<file path="config.mk">
export PLATFORM = sky130hd
export DESIGN_NAME = bcd_calendar
export DESIGN_NICKNAME = d
export VERILOG_FILES = /design/src/rtl/bcd_calendar_pkg.sv /design/src/rtl/bcd_calendar_ctrl.sv /design/src/rtl/bcd_calendar_dp.sv /design/src/rtl/bcd_calendar.sv
export SDC_FILE = /design/constraint.sdc
export NUM_CORES = 1
export LEC_CHECK = 0
export BUFFER_PORTS_ARGS = -buffer_cell sky130_fd_sc_hd__buf_2
export CAP_MARGIN = 15
export CORE_MARGIN = 8
export CORE_UTILIZATION = 45
export DETAILED_ROUTE_END_ITERATION = 12
export GPL_ROUTABILITY_DRIVEN = 1
export HOLD_SLACK_MARGIN = 0.03
export PLACE_DENSITY = 0.71
export SYNTH_ARGS = -nofsm -noshare
export SYNTH_HDL_FRONTEND = slang
export SYNTH_SLANG_ARGS = --single-unit
</file>
<file path="constraint.sdc">
create_clock -name clk -period 6.2 [get_ports clk]
set_input_delay 1.24 -clock clk [delete_from_list [all_inputs] [get_ports clk]]
set_output_delay 1.24 -clock clk [all_outputs]
set_load 0.02 [all_outputs]
</file>
<file path="src/rtl/bcd_calendar_pkg.sv">
package bcd_calendar_pkg;

  localparam int FIELD_CNT = 7;

  typedef struct packed {
    logic                 secTick;
    logic [FIELD_CNT-1:0] wrStb;
  } calCtrl_t;

  typedef struct packed {
    logic [6:0] sec;
    logic [6:0] min;
    logic [6:0] hour;
    logic [6:0] wday;
    logic [6:0] mday;
    logic [6:0] mon;
    logic [9:0] year;
  } calTime_t;

  function automatic logic [6:0] bcdToBin(input logic [7:0] b);
    logic [6:0] hi;
    hi = {3'b000, b[7:4]};
    return hi * 7'd10 + {3'b000, b[3:0]};
  endfunction

  function automatic logic [7:0] binToBcd(input logic [6:0] v);
    logic [6:0] tens;
    logic [6:0] ones;
    tens = v / 7'd10;
    ones = v % 7'd10;
    return {tens[3:0], ones[3:0]};
  endfunction

  function automatic logic [9:0] bcdToYear(input logic [11:0] b);
    return {6'd0, b[11:8]} * 10'd100 + {6'd0, b[7:4]} * 10'd10 + {6'd0, b[3:0]};
  endfunction

  function automatic logic [11:0] yearToBcd(input logic [9:0] v);
    logic [9:0] h;
    logic [9:0] t;
    logic [9:0] o;
    h = v / 10'd100;
    t = (v / 10'd10) % 10'd10;
    o = v % 10'd10;
    return {h[3:0], t[3:0], o[3:0]};
  endfunction

  function automatic logic [6:0] monthDays(input logic [6:0] mon, input logic leap);
    case (mon)
      7'd2:                      return leap ? 7'd29 : 7'd28;
      7'd4, 7'd6, 7'd9, 7'd11:   return 7'd30;
      default:                   return 7'd31;
    endcase
  endfunction

endpackage

</file>
<file path="src/rtl/bcd_calendar_ctrl.sv">
module bcd_calendar_ctrl
  import bcd_calendar_pkg::*;
#(
  parameter int TICKS_PER_SEC = 32768
) (
  input  logic                 clk,
  input  logic                 rstN,
  input  logic                 enable,
  input  logic [FIELD_CNT-1:0] wrMask,
  output calCtrl_t             ctrl
);
  localparam int CW = $clog2(TICKS_PER_SEC + 1);
  localparam logic [CW-1:0] LAST = CW'(TICKS_PER_SEC - 1);

  logic          enPrev;
  logic [CW-1:0] cnt;
  logic          enRise;

  assign enRise = enable & ~enPrev;

  always_ff @(posedge clk) begin
    if (!rstN) begin
      enPrev <= 1'b0;
      cnt    <= '0;
    end else begin
      enPrev <= enable;
      if (enRise) begin
        cnt <= '0;
      end else if (enable) begin
        cnt <= (cnt == LAST) ? '0 : cnt + 1'b1;
      end
    end
  end

  always_comb begin
    ctrl.secTick = enable & ~enRise & (cnt == LAST);
    ctrl.wrStb   = enable ? wrMask : '0;
  end
endmodule

</file>
<file path="src/rtl/bcd_calendar_dp.sv">
module bcd_calendar_dp
  import bcd_calendar_pkg::*;
#(
  parameter int BASE_CENTURY = 2000
) (
  input  logic        clk,
  input  logic        rstN,
  input  calCtrl_t    ctrl,
  input  logic [7:0]  wrSec,
  input  logic [7:0]  wrMin,
  input  logic [7:0]  wrHour,
  input  logic [7:0]  wrWday,
  input  logic [7:0]  wrMday,
  input  logic [7:0]  wrMon,
  input  logic [11:0] wrYear,
  output logic [7:0]  secBcd,
  output logic [7:0]  minBcd,
  output logic [7:0]  hourBcd,
  output logic [7:0]  wdayBcd,
  output logic [7:0]  mdayBcd,
  output logic [7:0]  monBcd,
  output logic [11:0] yearBcd
);
  localparam logic [15:0] BASE = 16'(BASE_CENTURY);

  calTime_t   cur;
  calTime_t   nxt;
  logic [15:0] fullYear;
  logic        leap;
  logic [6:0]  monLen;

  assign fullYear = BASE + {6'd0, cur.year};
  assign leap     = (fullYear[1:0] == 2'b00) &&
                    (((fullYear % 16'd100) != 16'd0) || ((fullYear % 16'd400) == 16'd0));
  assign monLen   = monthDays(cur.mon, leap);

  always_comb begin
    nxt = cur;
    if (ctrl.secTick) begin
      if (cur.sec >= 7'd59) begin
        nxt.sec = 7'd0;
        if (cur.min >= 7'd59) begin
          nxt.min = 7'd0;
          if (cur.hour >= 7'd23) begin
            nxt.hour = 7'd0;
            nxt.wday = (cur.wday >= 7'd6) ? 7'd0 : cur.wday + 7'd1;
            if (cur.mday >= monLen) begin
              nxt.mday = 7'd1;
              if (cur.mon >= 7'd12) begin
                nxt.mon  = 7'd1;
                nxt.year = (cur.year >= 10'd999) ? 10'd0 : cur.year + 10'd1;
              end else begin
                nxt.mon = cur.mon + 7'd1;
              end
            end else begin
              nxt.mday = cur.mday + 7'd1;
            end
          end else begin
            nxt.hour = cur.hour + 7'd1;
          end
        end else begin
          nxt.min = cur.min + 7'd1;
        end
      end else begin
        nxt.sec = cur.sec + 7'd1;
      end
    end
    if (ctrl.wrStb[0]) nxt.sec  = bcdToBin(wrSec);
    if (ctrl.wrStb[1]) nxt.min  = bcdToBin(wrMin);
    if (ctrl.wrStb[2]) nxt.hour = bcdToBin(wrHour);
    if (ctrl.wrStb[3]) nxt.wday = bcdToBin(wrWday);
    if (ctrl.wrStb[4]) nxt.mday = bcdToBin(wrMday);
    if (ctrl.wrStb[5]) nxt.mon  = bcdToBin(wrMon);
    if (ctrl.wrStb[6]) nxt.year = bcdToYear(wrYear);
  end

  always_ff @(posedge clk) begin
    if (!rstN) begin
      cur <= '{sec: 7'd0, min: 7'd0, hour: 7'd0, wday: 7'd0,
               mday: 7'd1, mon: 7'd1, year: 10'd0};
    end else begin
      cur <= nxt;
    end
  end

  assign secBcd  = binToBcd(cur.sec);
  assign minBcd  = binToBcd(cur.min);
  assign hourBcd = binToBcd(cur.hour);
  assign wdayBcd = binToBcd(cur.wday);
  assign mdayBcd = binToBcd(cur.mday);
  assign monBcd  = binToBcd(cur.mon);
  assign yearBcd = yearToBcd(cur.year);
endmodule

</file>
<file path="src/rtl/bcd_calendar.sv">
module bcd_calendar
  import bcd_calendar_pkg::*;
#(
  parameter int TICKS_PER_SEC = 32768,
  parameter int BASE_CENTURY  = 2000
) (
  input  logic        clk,
  input  logic        rstN,
  input  logic        enable,
  input  logic [6:0]  wrMask,
  input  logic [7:0]  wrSec,
  input  logic [7:0]  wrMin,
  input  logic [7:0]  wrHour,
  input  logic [7:0]  wrWday,
  input  logic [7:0]  wrMday,
  input  logic [7:0]  wrMon,
  input  logic [11:0] wrYear,
  output logic [7:0]  secBcd,
  output logic [7:0]  minBcd,
  output logic [7:0]  hourBcd,
  output logic [7:0]  wdayBcd,
  output logic [7:0]  mdayBcd,
  output logic [7:0]  monBcd,
  output logic [11:0] yearBcd
);
  calCtrl_t ctrl;

  bcd_calendar_ctrl #(.TICKS_PER_SEC(TICKS_PER_SEC)) i_ctrl (
    .clk(clk), .rstN(rstN), .enable(enable), .wrMask(wrMask), .ctrl(ctrl)
  );

  bcd_calendar_dp #(.BASE_CENTURY(BASE_CENTURY)) i_dp (
    .clk(clk), .rstN(rstN), .ctrl(ctrl),
    .wrSec(wrSec), .wrMin(wrMin), .wrHour(wrHour), .wrWday(wrWday),
    .wrMday(wrMday), .wrMon(wrMon), .wrYear(wrYear),
    .secBcd(secBcd), .minBcd(minBcd), .hourBcd(hourBcd), .wdayBcd(wdayBcd),
    .mdayBcd(mdayBcd), .monBcd(monBcd), .yearBcd(yearBcd)
  );
endmodule

</file>
Yosys cells after proc, flatten, opt, wreduce, memory -nomap -nowiden:

Index checks and enable logic that the tools add are counted.

* add/sub/neg operators: 17
* multiply operators: 8
* div/mod/pow operators: 18
* order comparisons: 7
* equality and inequality tests: 6
* shifts and indexed selects: 0
* multiplexer cells: 24
* bitwise operators: 6
* reduce and logical (&&, ||, !) cells: 38

Operators with widths (number)
* 7-bit two-way mux: 13
* 52-bit two-way mux: 1
* 2-bit nonzero test: 25
* 45-bit two-way mux: 1
* 7-bit by 1-bit adder with 7-bit output (second input constant): 6
* 7-bit by 4-bit adder with 7-bit output: 6
* 7-bit by 4-bit divider with 7-bit output (second input constant): 6
* 7-bit by 4-bit modulo with 7-bit output (second input constant): 6
* 38-bit two-way mux: 1
* 4-bit by 3-bit multiplier with 6-bit output (second input constant): 6
* 31-bit two-way mux: 1
* 10-bit two-way mux: 3
* 10-bit by 4-bit modulo with 10-bit output (second input constant): 2
* 17-bit two-way mux: 1
* 16-bit by 1-bit adder with 16-bit output (second input constant): 1
* 16-bit by 15-bit equality test with 1-bit output (second input constant): 1
* 16-bit logical NOT: 1
* 16-bit by 7-bit modulo with 16-bit output (second input constant): 1
* 16-bit by 9-bit modulo with 16-bit output (second input constant): 1
* 16-bit two-way mux: 1
* 16-bit nonzero test: 1
* 7-bit by 3-bit equality test with 1-bit output (second input constant): 2
* 7-bit by 4-bit equality test with 1-bit output (second input constant): 2
* 7-bit by 6-bit greater-or-equal comparator with 1-bit output (second input constant): 2
* 28 further kinds: 33

* flip-flop bits (word level): 69
* latch bits: 0
* bits in writable memories: 0
* bits in read-only memories: 0
* input bits: 70
* output and inout bits: 60
* word-level logic and storage cells: 133
* memories: 0

Depth between registers and ports, before layout:

* depth after elaboration: 14
* mapped depth: 30
* mapped depth without buffers: 25

Hierarchy:

From an unflattened synthesis, not the netlist that was laid out.

* cells, all modules: 1470
* area total of the unflattened synthesis: 10660.2 um2

Modules (own cells, without submodules)
* bcd_calendar_dp: instances 1, cells each 1376, area each 9840.7 um2, sequential area each 1041.0 um2
* bcd_calendar_ctrl: instances 1, cells each 94, area each 819.5 um2, sequential area each 340.3 um2

Worst setup path before layout:

OpenSTA, ideal clock, no wires.

* kind: reg-to-output
* from: register i_dp.cur[5] (netlist name)
* to: output yearBcd[7]
* arrival time: 4.852 ns
* slack: 0.108 ns
* cell stages (with the launch flop): 27
* path buffers: 3
* cells stage by stage: dfxtp_1 > buf_4 > buf_4 > clkbuf_1 > inv_1 > o211ai_1 > a22o_1 > ha_1 > o311ai_0 > a211oi_1 > o21a_1 > o311a_2 > nand4_1 > a21oi_2 > inv_1 > ha_1 > o311ai_0 > a21oi_1 > o22ai_1 > inv_1 > o21ai_1 > and4_4 > nand3_4 > mux2i_2 > ha_1 > a41oi_1 > o2bb2ai_1

* word-level cells in the longest chain between the ends: 2

Ends and longest elaborated chain
* from (decl): line bcd_calendar_dp.sv:26 `calTime_t cur;`
* from (signal assigned): line bcd_calendar_dp.sv:79 `cur <= '{sec: 7'd0, min: 7'd0, hour: 7'd0, wday: 7'd0,`
* from (signal assigned): line bcd_calendar_dp.sv:82 `cur <= nxt;`
* 10-bit by 4-bit divider with 10-bit output: line bcd_calendar_pkg.sv:43 `t = (v / 10'd10) % 10'd10;`
* 10-bit by 4-bit modulo with 10-bit output: line bcd_calendar_pkg.sv:43
* to (decl): line bcd_calendar.sv:24 `output logic [11:0] yearBcd`

Every way passes these cells.

Final worst setup path:

* from: register i_dp.cur[7] (netlist name)
* to: output yearBcd[6]

The elaborated chain is that of the path after synthesis.

==> impl_metrics.py <==
metrics = {
    "run_status": {
        "status": "complete, no violations",
    },
    "detailed_routing": {
        "drt_wl_total_um": 28600,
        "ant_nets": 0,
        "drc": 0,
        "viasPerCell": 5.71,
        "routedWlPerCell_um": 15.0,
        "dr.pass1.iters": 5,
        "drt_iter0_drc": 733,
        "vias": 10863,
    },
    "sta": {
        "maxSlewViolCount": 0,
        "max_freq_ghz": 0.170,
        "maxSlewHeadroom_pct": 30.1,
        "min_period_ps": 5900,
        "hold_viol_final": 0,
        "setup_slack_ps": 304,
        "tightest_slew_ps": 1020,
        "skew_ps": 6.68,
        "fin_crit_sh_pct": 95.1,
        "finalSetupViolCount": 0,
    },
    "synth": {
        "syn_inst": 1484,
        "ys.flop_type": "dfxtp_1",
        "synth_top_cell_area_share_pct": 13.1,
        "synth_common_cells": "172 x nor2_1, 128 x nand2_1, 118 x a21oi_1",
        "yosys.area.top_type": "dfxtp_1",
        "syn_area_per_cell_um2": 7.10,
        "ys_seq_area_share_pct": 13.1,
        "post-synth-top-count-cell": "nor2_1",
        "synth_edf_count": 0,
        "ys_ff_latch": 69,
        "ys_types": 96,
        "syn-num-nets": 1674,
        "synthTopCellsByArea": "dfxtp_1 13%, ha_1 12%, nor2_1 6.1%",
        "async_flop_share_pct": 0,
        "ys_warn_count": 0,
        "syn_area_um2": 10500,
    },
    "clock_network": {
        "clock_sinks": 69,
        "clk_latency_ps": 340,
        "hold_buffers": 0,
        "ctsLongestPathBuffers": 2,
        "root_buffer": "clkbuf_16",
        "htreeDepth": 3,
        "tritoncts": "built",
        "cts_buffers": 9,
        "clk_pin_slew_ps": 60,
    },
    "pwr": {
        "swShare_pct": 46.3,
        "p_int_uw": 1570,
        "pwr_density_cell_nw_per_um2": 244,
        "seqPwrFrac_pct": 18.8,
        "switchingPower_uw": 1350,
        "vdd_drop_max_mv": 0.161,
        "pwr-share-comb_pct": 64.1,
        "p_leak_uw": 0.00510,
        "clkPwrFrac_pct": 17.1,
    },
    "layout": {
        "layout-drive-gt1-share_pct": 15.6,
        "fillers": 2281,
        "synthToLayoutAreaGrowth_pct": 13.6,
        "regArea_um2": 1400,
        "utilization_pct": 51.6,
        "finalNonFillerCells": 1901,
        "final_nets": 1767,
        "multi_input_area_um2": 8480,
        "insertedDiodeCount": 0,
    },
    "critical_path": {
        "cp_max_fo": 15,
        "arrival_ps": 4660,
        "crit_required_ps": 4960,
        "crit_chain": "buf_4 -> nand2b_1 -> nor3_1 -> a211o_1 -> a2111oi_1 -> mux2i_1 -> buf_4 -> and4_1 -> a41o_4 -> or3_1 -> nand3_2 -> nand2_1 -> nor4b_4 -> mux2i_4 -> ha_1 -> inv_1 -> o22a_1 -> buf_4",
        "worst-setup-path-type": "flip-flop to output port",
        "cp.buffers_inverters": 4,
        "critPathSlowestCell": "dfxtp_4",
        "critPathMaxStageDelay_ps": 440,
        "cp-end-kind": "output port",
        "r2r-start": "i_dp.cur[7]",
        "start_kind": "flip-flop",
        "crit_top_cell": "buf_4",
        "startpoint": "i_dp.cur[7]",
        "crit_family": "simple AND/OR/NAND/NOR gates",
    },
    "die": {
        "die_area_um2": 28600,
        "fp.dieW_um": 169,
        "num_rows": 56,
        "start_util_pct": 45.4,
        "ioPinCount": 130,
        "core_um2": 23200,
        "die_h_um": 169,
    },
    "global_routing": {
        "grt_antenna_before_repair": 1,
        "grtUsageTotal_pct": 19.5,
        "grt_overflow": 0,
        "grt_pass1_vias": 10296,
        "grt_pass1_wl_um": 48200,
        "grt_max_degree": 51,
    },
    "placement": {
        "io_buffers": 129,
        "place_ws_ps": 185,
        "place_inst": 1877,
        "gp_congestion": 0.973,
        "dpl.hpwl_um": 22100,
    },
    "flow_run": {
        "drv_cap": 0,
    },
    "min_path": {
        "min-delay-start": "i_ctrl.cnt[1]",
        "hp-class": "flip-flop to flip-flop",
    },
}
-- cells by family (layout without fill, tap and decap cells) --
family / Yosys count / after routing / synth area share [%]
AO/OA/AOI/OAI: 443 / 443 / 27.6
buffers and inverters: 191 / 289 / 7.66
flip-flops: 69 / 69 / 13.1
XOR/XNOR: 99 / 99 / 8.70
adder cells (fa/ha/maj): 121 / 121 / 15.6
multiplexers: 27 / 27 / 2.82
AND/OR/NAND/NOR: 534 / 534 / 24.5
-- flip-flops by register name, indices dropped and copies added, names as in the netlist --
| signal | cells |
|---|---|
| i_ctrl.enPrev | 1 |
| i_dp.cur | 52 |
| i_ctrl.cnt | 16 |
-- worst paths after layout --
kind	slack (ps)	cells past startpoint	endpoint
setup / recovery	300	18	yearBcd[6]
hold / removal	500	2	i_ctrl.cnt[1]
setup reg to reg	460	25	i_dp.cur[12]
hold reg to reg	500	2	i_ctrl.cnt[1]
-- cell type report --
type,instances,area share [%]
inverters,99,3.11
clock buffers,11,2.11
multi-input cells,1224,70.9
clock inverters,5,0.282
repair buffers,174,8.55
well taps,319,3.34
flip-flops and latches,69,11.7
-- power groups by stage --
stage	logic, uW	clock network, uW	registers, uW
final	1870	500	547
after global placement	1750	0	555
after global routing	2060	530	556
after CTS	1790	512	548
after floorplan	1410	0	505
after detailed placement	1770	0	557
-- metrics by stage --
stage                     total power (uW)  setup TNS [ps]  instance area (um^2)  hold slack (ps)
after floorplan                       1910               0                 10500              462
after global placement                2310               0                 11400              478
after detailed placement              2330               0                 11400              484
after CTS                             2850               0                 11700              493
after global routing                  3150           -11.3                 12000              513
final                                 2920               0                 12000              496
-- tightest hold or removal path: cells and delay by family, from the launching register on --
kind               cells  cell delay (ps)
AOI/OAI and AO/OA      1               60
DFF                    1              320
and+or+nand+nor        1               60
-- layout by cell type (no fill, tap or decap), types with 17 or more instances in the layout --
master,instances
mux2i_1,17
nand2b_1,29
o21ai_0,85
a21oi_1,117
nand3_1,46
xnor2_1,63
inv_1,95
xor2_1,31
fa_1,17
buf_2,126
a211oi_1,26
nor2b_1,34
nor2_1,170
o21a_1,17
buf_4,44
nand2_1,128
nor3_1,38
ha_1,101
dfxtp_1,63
a31oi_1,29
-- per-layer routing --
layer	share of wire (%)	GRT usage (%)	up-vias
li1	-	-	5486
met4	2.0	6.43	2
met2	47	33.4	308
met3	4.9	2.59	48
met1	46	25.0	5019
met5	0.028	0	-
-- what timing repair did --
item / 4_1_cts / 5_1_grt
setup buffers: 1 / 7
cloned: 0 / 0
setup endpoints to repair: 3 / 12
resized for setup: 7 / 37
pin swaps: 1 / 7
No activity file was read; power rests on OpenSTA's default activity.
